## src/rtl/icyc_pkg.sv

```systemverilog
package icyc_pkg;
  typedef struct packed {
    logic skip;
    logic pc_wr;
    logic two_word;
  } exec_req_t;
endpackage

```

## src/rtl/icyc_phase_gen.sv

```systemverilog
module icyc_phase_gen #(
  parameter int PH_N = 4
) (
  input  logic            clk,
  input  logic            rst_n,
  output logic [PH_N-1:0] ph_strb,
  output logic            first,
  output logic            last
);
  localparam int PH_W = (PH_N > 1) ? $clog2(PH_N) : 1;

  logic [PH_W-1:0] ph_q, ph_d;

  always_comb begin
    ph_d = ph_q;
    if (last) ph_d = '0;
    else      ph_d = ph_q + PH_W'(1);
  end

  always_ff @(posedge clk or negedge rst_n) begin
    if (!rst_n) ph_q <= '0;
    else        ph_q <= ph_d;
  end

  genvar gi;
  generate
    for (gi = 0; gi < PH_N; gi++) begin : g_strb
      assign ph_strb[gi] = (ph_q == PH_W'(gi));
    end
  endgenerate

  assign first = ph_strb[0];
  assign last  = ph_strb[PH_N-1];

  // the last phase is followed by the first one
  assert_wrap_R2: assert property (@(posedge clk) disable iff (!rst_n)
    ph_strb[PH_N-1] |=> ph_strb[0]);
  // phase 0 is followed by phase 1
  assert_step_R2: assert property (@(posedge clk) disable iff (!rst_n)
    ph_strb[0] |=> ph_strb[1]);
endmodule

```

## src/rtl/icyc_fetch_ctl.sv

```systemverilog
module icyc_fetch_ctl #(
  parameter int ADDR_W  = 12,
  parameter int WORD_W  = 16,
  parameter int RST_VEC = 0
) (
  input  logic              clk,
  input  logic              rst_n,
  input  logic              adv,
  input  logic              pc_wr,
  input  logic [ADDR_W-1:0] pc_new,
  input  logic [WORD_W-1:0] prog_word,
  output logic [ADDR_W-1:0] fetch_addr,
  output logic [WORD_W-1:0] ir_word
);
  logic [ADDR_W-1:0] pc_q, pc_d;
  logic [WORD_W-1:0] ir_q, ir_d;

  always_comb begin
    pc_d = pc_q;
    ir_d = ir_q;
    if (adv) begin
      ir_d = prog_word;
      if (pc_wr) pc_d = pc_new;
      else       pc_d = pc_q + ADDR_W'(1);
    end
  end

  always_ff @(posedge clk or negedge rst_n) begin
    if (!rst_n) begin
      pc_q <= ADDR_W'(RST_VEC);
      ir_q <= '0;
    end else begin
      pc_q <= pc_d;
      ir_q <= ir_d;
    end
  end

  assign fetch_addr = pc_q;
  assign ir_word    = ir_q;

  // address steps by one at a boundary without PC write
  assert_pc_step_R4: assert property (@(posedge clk) disable iff (!rst_n)
    (adv && !pc_wr) |=> fetch_addr == $past(fetch_addr) + ADDR_W'(1));
  // PC write loads the supplied value
  assert_pc_load_R6: assert property (@(posedge clk) disable iff (!rst_n)
    (adv && pc_wr) |=> fetch_addr == $past(pc_new));
  // address holds inside a cycle
  assert_pc_hold_R4: assert property (@(posedge clk) disable iff (!rst_n)
    !adv |=> $stable(fetch_addr) && $stable(ir_word));
endmodule

```

## src/rtl/icyc_flush_ctl.sv

```systemverilog
module icyc_flush_ctl
  import icyc_pkg::*;
#(
  parameter int MARK_W = 4
) (
  input  logic              clk,
  input  logic              rst_n,
  input  logic              adv,
  input  logic              first,
  input  exec_req_t         req,
  input  logic [MARK_W-1:0] mark_bits,
  output logic              force_nop
);
  logic flag_q, flag_d;

  always_comb begin
    flag_d = flag_q;
    if (adv) flag_d = req.skip | req.pc_wr | req.two_word;
  end

  always_ff @(posedge clk or negedge rst_n) begin
    if (!rst_n) flag_q <= 1'b1;
    else        flag_q <= flag_d;
  end

  assign force_nop = flag_q | (&mark_bits);

  // true skip flushes the next cycle
  assert_skip_nop_R5: assert property (@(posedge clk) disable iff (!rst_n)
    (adv && req.skip) |=> force_nop);
  // two-word decode flushes the next cycle
  assert_tw_nop_R7: assert property (@(posedge clk) disable iff (!rst_n)
    (adv && req.two_word) |=> force_nop);
  // no change of the flag inside a cycle
  assert_nop_stable_R11: assert property (@(posedge clk) disable iff (!rst_n)
    !first |-> $stable(force_nop));
endmodule

```

## src/rtl/icyc_seq.sv

```systemverilog
module icyc_seq
  import icyc_pkg::*;
#(
  parameter int PH_N    = 4,
  parameter int WORD_W  = 16,
  parameter int ADDR_W  = 12,
  parameter int MARK_W  = 4,
  parameter int RST_VEC = 0
) (
  input  logic              clk,
  input  logic              rst_n,
  input  logic [WORD_W-1:0] prog_word,
  input  logic              skip_tk,
  input  logic              pc_wr,
  input  logic [ADDR_W-1:0] pc_new,
  input  logic              two_word,
  output logic [PH_N-1:0]   ph_strb,
  output logic              cyc_start,
  output logic              fetch_en,
  output logic [ADDR_W-1:0] fetch_addr,
  output logic [WORD_W-1:0] ir_word,
  output logic              force_nop
);
  logic [1:0] rs_q;
  logic       rst_i;
  logic       first, last;
  exec_req_t  req;

  always_ff @(posedge clk or negedge rst_n) begin
    if (!rst_n) rs_q <= '0;
    else        rs_q <= {rs_q[0], 1'b1};
  end
  assign rst_i = rs_q[1];

  assign req.skip     = skip_tk;
  assign req.pc_wr    = pc_wr;
  assign req.two_word = two_word;

  icyc_phase_gen #(.PH_N(PH_N)) u_phase (
    .clk(clk), .rst_n(rst_i), .ph_strb(ph_strb), .first(first), .last(last)
  );

  icyc_fetch_ctl #(.ADDR_W(ADDR_W), .WORD_W(WORD_W), .RST_VEC(RST_VEC)) u_fetch (
    .clk(clk), .rst_n(rst_i), .adv(last), .pc_wr(pc_wr), .pc_new(pc_new),
    .prog_word(prog_word), .fetch_addr(fetch_addr), .ir_word(ir_word)
  );

  icyc_flush_ctl #(.MARK_W(MARK_W)) u_flush (
    .clk(clk), .rst_n(rst_i), .adv(last), .first(first), .req(req),
    .mark_bits(ir_word[WORD_W-1 -: MARK_W]), .force_nop(force_nop)
  );

  assign cyc_start = first;
  assign fetch_en  = last;

  // a tail-marked word never executes
  assert_marker_nop_R8: assert property (@(posedge clk) disable iff (!rst_i)
    (&ir_word[WORD_W-1 -: MARK_W]) |-> force_nop);
  // first cycle after reset release is a NOP
  assert_reset_nop_R1: assert property (@(posedge clk) disable iff (!rst_i)
    $rose(rst_i) |-> force_nop && cyc_start);
endmodule

```

## config.mk

```make
export PLATFORM = sky130hd
export DESIGN_NAME = icyc_seq
export DESIGN_NICKNAME = d
export VERILOG_FILES = /design/src/rtl/icyc_pkg.sv /design/src/rtl/icyc_phase_gen.sv /design/src/rtl/icyc_fetch_ctl.sv /design/src/rtl/icyc_flush_ctl.sv /design/src/rtl/icyc_seq.sv
export SDC_FILE = /design/constraint.sdc
export NUM_CORES = 1
export LEC_CHECK = 0
export BUFFER_PORTS_ARGS = -buffer_cell sky130_fd_sc_hd__buf_2
export CORE_MARGIN = 5
export CORE_UTILIZATION = 24
export CTS_BUF_LIST = sky130_fd_sc_hd__clkbuf_2
export CTS_CLUSTER_SIZE = 40
export DETAILED_ROUTE_END_ITERATION = 10
export GPL_ROUTABILITY_DRIVEN = 0
export GPL_TIMING_DRIVEN = 0
export PLACE_DENSITY = 0.51
export SYNTH_ARGS = -nofsm -noshare
export SYNTH_HDL_FRONTEND = slang
export SYNTH_SLANG_ARGS = --single-unit
export TNS_END_PERCENT = 30
```

## constraint.sdc

```tcl
create_clock -name clk -period 2.6 [get_ports clk]
set_input_delay 0.52 -clock clk [delete_from_list [all_inputs] [get_ports clk]]
set_output_delay 0.52 -clock clk [all_outputs]
set_load 0.1 [all_outputs]
```

==> key figures, run 1 <==
Run status
  • Status: finished, final reports clean

STA
  • Unrepaired setup endpoints after global routing: no
  • Slew margin rel.: 51.9%
  • Setup TNS: 0 ns
  • Final setup fails: 0
  • Fin. Hold Viols: 0
  • Fin Hold WS: 0.332 ns
  • Slew Limit Fails: 0
  • Worst-Margin Slew: 0.721 ns
  • Final worst slack: 0.517 ns
  • Final worst path period share: 80.1%
  • Layout Skew: 0.00729 ns
  • Maximum clock frequency: 480 MHz
  • Min Tclk post-route: 2.08 ns

Global routing
  • First-pass GRT wire length: 6.90 mm
  • Initial antenna violation count: 0
  • Number of global-route vias before repair: 1,451
  • GRT Util Overall: 10.3%
  • Largest net degree at the start of global routing: 32
  • GR Overflow Total: 0

Final layout
  • Post-layout util: 32.2%
  • Layout cells sized above 1: 48.6%
  • Layout area overhead: 30.1%
  • Antenna cells: 0
  • Final nets: 253
  • Cell area after layout: 2060 um2

Placement
  • Placement Cell Area: 2010 um2
  • Pre-CTS setup slack: 0.925 ns
  • Port bufs: 66
  • Hpwl dp: 3.06 mm

Floorplanning
  • Starting Density: 24.8%
  • Die height: 91.2 um
  • Core area: 6390 um2
  • Row cnt: 29
  • Width of the die: 91.2 um
  • Die Area: 8310 um2
  • Ports: 68

Route
  • 1st-iter DRT viols: 35
  • Residual DRC count: 0
  • Via/cell ratio: 4.58
  • DR WL/cell: 14.1 um
  • WL final: 4.12 mm
  • Antenna-violating nets left: 0
  • Via count: 1,341
  • DRT Pass-1 Iters: 4

Job
  • MaxCap Viol Count: 0

Synthesis
  • Ranking of synthesized cells by area: dfrtp_1, mux2_2, ha_1
  • Sequential area share after synthesis: 52.3%
  • Top cells by count, synth: dfrtp_1, mux2_2, a21oi_1, nand2_1
  • Top FF cell, synth: dfrtp_1
  • Post-Syn Area: 1580 um2
  • Synth Warn #: 0
  • Most frequent cell after synthesis: dfrtp_1
  • Cell variety after synth: 33
  • Mean Syn Cell Area: 11.2 um2
  • Cell accounting for the most synthesized area: dfrtp_1
  • FFs w/ async S/R, synth: 100%
  • Synth Instances: 141
  • Post-synth EDFFs: 0
  • Syn_nets: 179
  • Yosys reg bits: 33
  • Synth top area share: 50.6%

Min path
  • Worst Hold Class: reg2async

Clocking
  • CTS HTree Levels: 2
  • CTS tree: done
  • Num CTS Buffers: 5
  • CTS Sinks: 33
  • Clock Path Buffers: 2
  • Worst skew pair latency: 0.36 ns
  • CTS clk-pin slew, worst paths: 0.18 ns
  • Root buf cell: clkbuf_2

Worst setup path
  • Setup crit end kind: output port
  • Worst reg2reg setup slack: 0.94 ns
  • Crit path launch type: flip-flop
  • FF-to-FF End: u_fetch.fetch_addr[9]
  • Worst setup path class: reg2out
  • Critical Path Fanout Max: 4
  • Critical path required time: 2.08 ns
  • WP data arrival: 1.56 ns
  • Worst r2r path cells: 6
  • Reg2Reg Launch Point: u_phase.ph_q[0]

Power
  • Int Pwr: 0.690 mW
  • NetSw: 0.545 mW
  • Sequential share of power: 48.5%
  • VDD IR max: 0.221 mV
  • Clock power share: 19.5%
  • Comb pwr share: 32.0%
  • Leakage power: 0.987 nW
  • PwrDens: 600 nW/um2
  • Switching Share: 44.1%
## cell usage in the layout (no fill, tap or decap), types with 2 or more instances in the layout
cell type and count:
inv_1 6, nand4_1 2, dfrtp_1 31, mux2_2 16
nand2_1 11, buf_4 2, nor2_1 6, nand3_1 5
o21ai_0 5, o22ai_1 3, nor3_1 4, clkbuf_1 2
a311o_1 2, buf_2 72, clkinv_1 2, a21oi_1 12
ha_1 5, o31ai_1 2, mux2i_1 4, a22o_1 2
clkbuf_2 5
## final cells by class
| cell class | count | area [um2] |
|---|---|---|
| fillers | 680 | 4330 |
| flip-flops and latches | 33 | 828 |
| multi-input cells | 92 | 679 |
| repair buffers | 67 | 340 |
| well taps | 77 | 96.3 |
| plain buffers | 10 | 52.6 |
| clock buffers | 5 | 25.0 |
| inverters | 6 | 22.5 |
| clock inverters | 3 | 12.5 |
## repair_timing
item                                   4_1_cts  5_1_grt
resized for setup                            0        0
hold buffers                                 1        0
endpoints found under the hold margin        2        0
setup buffers                                0        0
## registers in the layout (all words and copies together), names as in the netlist
register,flops
u_phase.ph_q,2
u_fetch.ir_word,16
u_fetch.fetch_addr,12
rs_q,2
u_flush.flag_q,1
## worst max-delay path by stage
stage	start	endpoint	cells after the start
floorplan	u_fetch.ir_word[12]	force_nop	1
global placement	u_phase.ph_q[0]	ph_strb[0]	4
detailed placement	u_phase.ph_q[0]	ph_strb[0]	4
CTS	u_phase.ph_q[0]	ph_strb[0]	4
global route	u_phase.ph_q[0]	ph_strb[0]	4
finish	u_phase.ph_q[0]	ph_strb[0]	4
## critical path, stage by stage (launching register included)
cell and delay (ns):
dfrtp_1 0.45, inv_1 0.09, ha_1 0.16, buf_4 0.10, buf_2 0.41
## metal layers
metal | track usage (%) | wire (um) | share of wire (%)
met1 | 11.9 | 1740 | 42
met2 | 17.2 | 2010 | 49
met3 | 3.64 | 322 | 7.8
met4 | 3.91 | 53 | 1.3
met5 | 0 | 0 | 0
## per-stage QoR
step                total power [mW]  std cells
floorplan                      0.918        141
global placement                1.00        284
detailed placement              1.01        284
CTS                             1.26        293
global route                    1.30        293
finish                          1.23        293
## power groups by stage
stage / Sequential, mW / Combinational [mW] / Clock [mW]
after global placement: 0.608 / 0.394 / 0
after global routing: 0.608 / 0.412 / 0.283
final: 0.599 / 0.396 / 0.241
after detailed placement: 0.609 / 0.397 / 0
after CTS: 0.601 / 0.399 / 0.260
after floorplan: 0.843 / 0.0745 / 0
## kinds of logic (layout without fill, tap and decap cells)
| family | after synthesis | count (layout) | share of synthesized area [%] |
|---|---|---|---|
| AO/OA/AOI/OAI | 32 | 32 | 13.8 |
| adder cells (fa/ha/maj) | 5 | 5 | 3.96 |
| buffers and inverters | 16 | 91 | 4.75 |
| flip-flops | 33 | 33 | 52.3 |
| multiplexers | 20 | 20 | 13.9 |
| other | 1 | 1 | 0.237 |
| AND/OR/NAND/NOR | 34 | 34 | 11.0 |
No activity file was read; power rests on OpenSTA's default activity.
==> run 2: changes to the inputs <==
--- a/config.mk
+++ b/config.mk
@@ -13,7 +13,7 @@
 export DETAILED_ROUTE_END_ITERATION = 10
 export GPL_ROUTABILITY_DRIVEN = 0
 export GPL_TIMING_DRIVEN = 0
-export PLACE_DENSITY = 0.51
+export PLACE_DENSITY = 0.53
 export SYNTH_ARGS = -nofsm -noshare
 export SYNTH_HDL_FRONTEND = slang
 export SYNTH_SLANG_ARGS = --single-unit
==> constraint.sdc (replaced) <==
create_clock -name clk -period 1.9 [get_ports clk]
set_input_delay 0.38 -clock clk [delete_from_list [all_inputs] [get_ports clk]]
set_output_delay 0.38 -clock clk [all_outputs]
set_load 0.1 [all_outputs]
==> key figures, run 2 (synthesized netlist as in run 1, its figures left out) <==
STA
  • Slew Limit Fails: 0 (unchanged)
  • Final setup fails: 0 (unchanged)
  • Fin. Hold Viols: 0 (unchanged)
  • Unrepaired setup endpoints after global routing: no
  • Slew margin rel.: 59.1% (+7.1 points)
  • Maximum clock frequency: 560 MHz
  • Final worst slack: 0.114 ns (-0.404 ns)
  • Final worst path period share: 94.0%
  • Worst-Margin Slew: 0.614 ns (-0.107 ns)
  • Layout Skew: 0.0117 ns (+0.00445 ns)
  • Min Tclk post-route: 1.79 ns

Placement
  • Pre-CTS setup slack: 0.254 ns (-0.671 ns)
  • Port bufs: 66 (unchanged)
  • Post-placement cell count: 285 (+0.35%)
  • Hpwl dp: 3.05 mm (-0.35%)

Worst setup path
  • Critical path required time: 1.52 ns (-0.56 ns)
  • CP peak stage delay: 0.43 ns (-0.02 ns)
  • Critical-path cell list: ha_2 -> buf_2
  • Critical Path Fanout Max: 4 (unchanged)
  • Worst r2r path cells: 6 (unchanged)
  • Worst reg2reg setup slack: 0.22 ns (-0.72 ns)
  • Worst setup path class: reg2out
  • Reg2Reg Launch Point: u_phase.ph_q[0]
  • Crit path launch type: flip-flop
  • Buf/Inv on CP: 1 (-2)
  • WP data arrival: 1.41 ns (-0.15 ns)
  • Critical-path top delay cell: dfrtp_1
  • Setup crit end kind: output port
  • CP delay by family, top: flip-flops
  • FF-to-FF End: u_fetch.fetch_addr[9]

Power
  • Leakage power: 1.00 nW (+1.5%)
  • PwrDens: 806 nW/um2 (+34%)
  • Int Pwr: 0.980 mW (+42%)
  • VDD IR max: 0.301 mV (+36%)
  • Sequential share of power: 47.6% (-0.9 points)
  • Switching Share: 42.6% (-1.5 points)
  • Comb pwr share: 32.4% (+0.4 points)
  • Power consumption: 1.71 mW (+38%)
  • Clock power share: 19.9% (+0.4 points)
  • NetSw: 0.727 mW (+34%)

Clocking
  • Clock Path Buffers: 2 (unchanged)
  • Postcts setup bufs: 0 (unchanged)
  • CTS Sinks: 33 (unchanged)
  • Num CTS Buffers: 5 (unchanged)
  • CTS HTree Levels: 2 (unchanged)
  • Root buf cell: clkbuf_2
  • CTS clk-pin slew, worst paths: 0.17 ns (about the same)
  • CTS tree: done
  • Worst skew pair latency: 0.35 ns (about the same)

Floorplanning
  • Width of the die: 91.2 um (unchanged)
  • Row cnt: 29 (unchanged)
  • Ports: 68 (unchanged)
  • Starting Density: 24.8% (unchanged)
  • Die height: 91.2 um (unchanged)
  • Core area: 6390 um2 (unchanged)
  • Die Area: 8310 um2 (unchanged)

Route
  • Via count: 1,355 (+1.0%)
  • DR WL/cell: 13.7 um (-2.3%)
  • Antenna-violating nets left: 0 (unchanged)
  • DRT Pass-1 Iters: 5 (+1)
  • WL final: 4.04 mm (-1.9%)
  • 1st-iter DRT viols: 41 (+17%)
  • Via/cell ratio: 4.61 (+0.70%)
  • Residual DRC count: 0 (unchanged)

Global routing
  • Number of global-route vias before repair: 1,384 (-4.6%)
  • Met3 Use GR: 3.55% (-0.083 points)
  • First-pass GRT wire length: 6.80 mm (-1.4%)
  • Initial antenna violation count: 0 (unchanged)
  • GRT Util Overall: 10.1% (-0.18 points)
  • Largest net degree at the start of global routing: 20 (-38%)
  • Gr busiest metal: met2
  • GR Overflow Total: 0 (unchanged)
  • Met1 usage in global routing: 12.9% (+1.0 points)
  • Global routing usage on met2: 15.8% (-1.4 points)

Min path
  • Worst Hold Path Cells: 2
  • Critical hold path startpoint: prog_word[7]
  • Worst Hold Path EP: u_fetch.ir_word[7]
  • Worst Hold Class: in2reg

Job
  • MaxCap Viol Count: 0 (unchanged)

Final layout
  • Fin cells: 294 (+0.34%)
  • Layout area overhead: 33.9%
  • Final nets: 254 (+0.40%)
  • Layout cells sized above 1: 53.5% (+4.8 points)
  • Post-layout util: 33.2% (+0.96 points)
  • Most common cell after layout, fill and taps aside: buf_2
  • Most frequent cells in the layout: buf_2, dfrtp_1, mux2_2
  • Antenna cells: 0 (unchanged)
  • Largest register FFs: 16 (unchanged)

Run status
  • Status: finished, final reports clean
run 2: repair_timing:
action | 4_1_cts | 5_1_grt
endpoints found under the hold margin | 2 | 0
setup endpoints to repair | 3 | 4
gates resized for setup | 3 | 4
hold buffers | 1 | 0
run 2: cell type report:
class	instances	area, um2
well taps	77	96.3
inverters	6	22.5
plain buffers	10	52.6
fillers	688	4270
clock buffers	8	40.0
repair buffers	68	387
multi-input cells	92	686
flip-flops and latches	33	835
run 2: per-stage QoR:
step                      hold WS (ns)  setup TNS (ns)  cell area, um2
after floorplan                 0.0844          -0.128            1600
after global routing             0.182               0            2120
after CTS                        0.198               0            2110
after detailed placement         0.167               0            2050
after global placement           0.168               0            2020
final                            0.242               0            2120
run 2: power groups by stage:
| stage | logic (mW) | registers (mW) | clock network (mW) |
|---|---|---|---|
| 6_report | 0.554 | 0.814 | 0.340 |
| 5_1_grt | 0.583 | 0.826 | 0.402 |
| 4_1_cts | 0.558 | 0.815 | 0.369 |
| 3_5_place_dp | 0.556 | 0.828 | 0 |
| 3_3_place_gp | 0.539 | 0.835 | 0 |
| 2_1_floorplan | 0.102 | 1.16 | 0 |
run 2: worst max-delay path by stage:
stage          cells past startpoint                     end  slack (ns)             startpoint
6_report                           2                fetch_en        0.11        u_phase.ph_q[0]
5_1_grt                            4              ph_strb[0]        0.01        u_phase.ph_q[0]
4_1_cts                            3              ph_strb[2]       0.005        u_phase.ph_q[0]
3_5_place_dp                       6   u_fetch.fetch_addr[9]        0.25        u_phase.ph_q[0]
3_3_place_gp                       6   u_fetch.fetch_addr[9]        0.25        u_phase.ph_q[0]
2_1_floorplan                      3  u_fetch.fetch_addr[10]       -0.09  u_fetch.fetch_addr[2]
run 2: layer usage:
| metal | wire [um] | part of all wire, % |
|---|---|---|
| met1 | 1820 | 45 |
| met2 | 1840 | 46 |
| met3 | 323 | 8.0 |
| met4 | 53 | 1.3 |
| met5 | 0 | 0 |
==> run 3: changes to the inputs <==
--- a/config.mk
+++ b/config.mk
@@ -5,6 +5,7 @@
 export SDC_FILE = /design/constraint.sdc
 export NUM_CORES = 1
 export LEC_CHECK = 0
+export ABC_AREA = 1
 export BUFFER_PORTS_ARGS = -buffer_cell sky130_fd_sc_hd__buf_2
 export CORE_MARGIN = 5
 export CORE_UTILIZATION = 24
@@ -13,7 +14,7 @@
 export DETAILED_ROUTE_END_ITERATION = 10
 export GPL_ROUTABILITY_DRIVEN = 0
 export GPL_TIMING_DRIVEN = 0
-export PLACE_DENSITY = 0.53
+export PLACE_DENSITY = 0.51
 export SYNTH_ARGS = -nofsm -noshare
 export SYNTH_HDL_FRONTEND = slang
 export SYNTH_SLANG_ARGS = --single-unit
==> constraint.sdc (replaced) <==
create_clock -name clk -period 1.86 [get_ports clk]
set_input_delay 0.372 -clock clk [delete_from_list [all_inputs] [get_ports clk]]
set_output_delay 0.372 -clock clk [all_outputs]
set_load 0.1 [all_outputs]
==> key figures, run 3 <==
Run status
  • Status: finished, final reports clean

Clocking
  • CTS HTree Levels: 2 (unchanged)
  • Root buf cell: clkbuf_2
  • CTS tree: done
  • Clock Path Buffers: 2 (unchanged)
  • CTS clk-pin slew, worst paths: 0.17 ns (about the same)
  • Num CTS Buffers: 5 (unchanged)
  • Worst skew pair latency: 0.36 ns (about the same)
  • CTS Sinks: 33 (unchanged)
  • Postcts setup bufs: 0 (unchanged)

Min path
  • Worst Hold Class: in2reg
  • Critical hold path startpoint: prog_word[11]
  • Worst Hold Path EP: u_fetch.ir_word[11]
  • Worst Hold Path Cells: 3 (+1)

Synthesis
  • Yosys reg bits: 33 (unchanged)
  • Most frequent cell after synthesis: nand2_1
  • FFs w/ async S/R, synth: 100% (unchanged)
  • Post-Syn Area: 1670 um2 (+5.4%)
  • Top FF cell, synth: dfrtp_1
  • Cell variety after synth: 28 (-15%)
  • Syn_nets: 245 (+37%)
  • Synth Instances: 207 (+47%)
  • Post-synth EDFFs: 0 (unchanged)
  • Synth Warn #: 0 (unchanged)
  • Cell accounting for the most synthesized area: dfrtp_1
  • Synth top area share: 48.0% (-2.6 points)
  • Top cells by count, synth: nand2_1, dfrtp_1, inv_1, o21ai_0, nor2_1
  • Sequential area share after synthesis: 49.6% (-2.7 points)
  • Mean Syn Cell Area: 8.05 um2 (-28%)
  • Ranking of synthesized cells by area: dfrtp_1, nand2_1, o21ai_0

Worst setup path
  • Critical Path Fanout Max: 2 (-2)
  • Crit path launch type: flip-flop
  • CP peak stage delay: 0.45 ns (+0.02 ns)
  • Critical-path top delay cell: dfrtp_4
  • Reg2Reg Launch Point: u_phase.ph_q[0]
  • FF-to-FF End: u_fetch.fetch_addr[3]
  • Setup crit end kind: output port
  • WP data arrival: 1.47 ns (+0.06 ns)
  • Worst r2r path cells: 6 (unchanged)
  • Worst setup path class: reg2out
  • Worst reg2reg setup slack: 0.38 ns (+0.16 ns)
  • Critical-path cell list: inv_2 -> o41ai_4 -> buf_6
  • Critical path required time: 1.49 ns (-0.03 ns)

Job
  • MaxCap Viol Count: 0 (unchanged)

Power
  • Leakage power: 1.17 nW (+17%)
  • Comb pwr share: 33.7% (+1.3 points)
  • Sequential share of power: 47.5% (about the same)
  • Switching Share: 45.2% (+2.6 points)
  • Int Pwr: 0.967 mW (-1.3%)
  • NetSw: 0.798 mW (+9.8%)
  • VDD IR max: 0.251 mV (-17%)
  • PwrDens: 785 nW/um2 (-2.6%)
  • Clock power share: 18.8% (-1.1 points)

Final layout
  • Antenna cells: 0 (unchanged)
  • Most common cell after layout, fill and taps aside: nand2_1
  • Final nets: 320 (+26%)
  • Largest register FFs: 16 (unchanged)
  • Layout area overhead: 35.0%
  • Most frequent cells in the layout: nand2_1, buf_2, dfrtp_1
  • Layout cells sized above 1: 36.7% (-17 points)
  • Cell area after layout: 2250 um2 (+6.2%)
  • Fin cells: 379 (+29%)

Floorplanning
  • Die Area: 8710 um2 (+4.8%)
  • Ports: 68 (unchanged)
  • Core area: 6790 um2 (+6.4%)
  • Die height: 93.3 um (+2.4%)
  • Starting Density: 24.5% (-0.23 points)
  • Row cnt: 30 (+3.4%)
  • Width of the die: 93.3 um (+2.4%)

Route
  • Antenna-violating nets left: 0 (unchanged)
  • WL final: 4.53 mm (+12%)
  • 1st-iter DRT viols: 38 (-7.3%)
  • Via/cell ratio: 4.12 (-11%)
  • DR WL/cell: 12.0 um (-13%)
  • Residual DRC count: 0 (unchanged)
  • Via count: 1,562 (+15%)
  • DRT Pass-1 Iters: 4 (-1)

Placement
  • Port bufs: 67 (+1.5%)
  • Placement Cell Area: 2160 um2 (+5.6%)
  • Hpwl dp: 3.35 mm (+9.8%)
  • Post-placement cell count: 370 (+30%)

STA
  • Layout Skew: 0.00332 ns (-0.00842 ns)
  • Unrepaired setup endpoints after global routing: yes
  • Min Tclk post-route: 1.84 ns
  • Final worst path period share: 98.9%
  • Slew margin rel.: 50.7% (-8.4 points)
  • Fin. Hold Viols: 0 (unchanged)
  • Final setup fails: 0 (unchanged)
  • Worst-Margin Slew: 0.740 ns (+0.125 ns)
  • Slew Limit Fails: 0 (unchanged)
  • Maximum clock frequency: 544 MHz

Global routing
  • GR Overflow Total: 0 (unchanged)
  • First-pass GRT wire length: 7.51 mm (+10%)
  • Initial antenna violation count: 0 (unchanged)
  • Largest net degree at the start of global routing: 32 (+60%)
  • GRT Util Overall: 10.9% (+0.86 points)
  • Number of global-route vias before repair: 1,629 (+18%)
run 3: cell families (layout without fill, tap and decap cells):
family          count (synthesis)  in the layout  synth area share, %
buf+inv                        27            103                 7.66
simple gates                  115            115                 29.4
compound gates                 26             26                 9.31
flops                          33             33                 49.6
other cells                     1              1                0.225
fa+ha+maj                       5              5                 3.75
run 3: critical path: cells and delay by family, from the launching register on:
kind,cells,cell delay (ns)
DFF,1,0.45
buffers and inverters,2,0.32
AOI/OAI and AO/OA,1,0.35
run 3: what timing repair did:
item,in CTS,in global routing
pin swaps,0,1
resized for setup,9,5
endpoints found under the setup margin,7,4
gates cloned,0,0
hold buffers,1,0
endpoints found under the hold margin,2,0
run 3: layout make-up:
type | instances | area [um2]
fillers | 748 | 4540
repair buffers | 68 | 383
inverters | 18 | 67.6
plain buffers | 9 | 60.1
multi-input cells | 147 | 736
clock inverters | 3 | 12.5
clock buffers | 5 | 25.0
flip-flops and latches | 33 | 846
well taps | 96 | 120
run 3: worst max-delay path by stage:
stage / startpoint / endpoint / slack (ns) / cells past startpoint
after floorplan: u_fetch.ir_word[14] / force_nop / -0.39 / 2
after global placement: rs_q[1] / u_fetch.ir_word[12] / 0.17 / 0
after detailed placement: rs_q[1] / u_fetch.ir_word[15] / 0.18 / 0
after CTS: u_fetch.ir_word[14] / force_nop / -0.02 / 3
after global routing: u_fetch.ir_word[13] / force_nop / -0.06 / 3
final: u_fetch.ir_word[13] / force_nop / 0.02 / 3
run 3: power groups by stage:
stage,clock network (mW),registers [mW],logic (mW)
2_1_floorplan,0,1.19,0.127
3_3_place_gp,0,0.853,0.594
3_5_place_dp,0,0.853,0.596
4_1_cts,0.366,0.840,0.600
5_1_grt,0.389,0.850,0.629
6_report,0.332,0.839,0.595
run 3: metal layers:
layer	global-route usage (%)	vias up	wire, um
met1	13.5	710	2070
met2	18.0	46	2100
li1	-	801	-
met5	0	-	0
met4	3.30	0	31
met3	3.54	5	335
run 3: stage by stage:
stage / TNS [ns] / hold slack, ns / util [%] / power, mW / setup slack (ns)
final: 0 / 0.198 / 33.1 / 1.77 / 0.0202
after global routing: -0.0733 / 0.156 / 33.1 / 1.87 / -0.0629
after CTS: -0.0162 / 0.144 / 32.9 / 1.81 / -0.0162
after detailed placement: 0 / 0.159 / 31.8 / 1.45 / 0.180
after global placement: 0 / 0.162 / 31.8 / 1.45 / 0.173
after floorplan: -0.386 / 0.0764 / - / 1.32 / -0.386
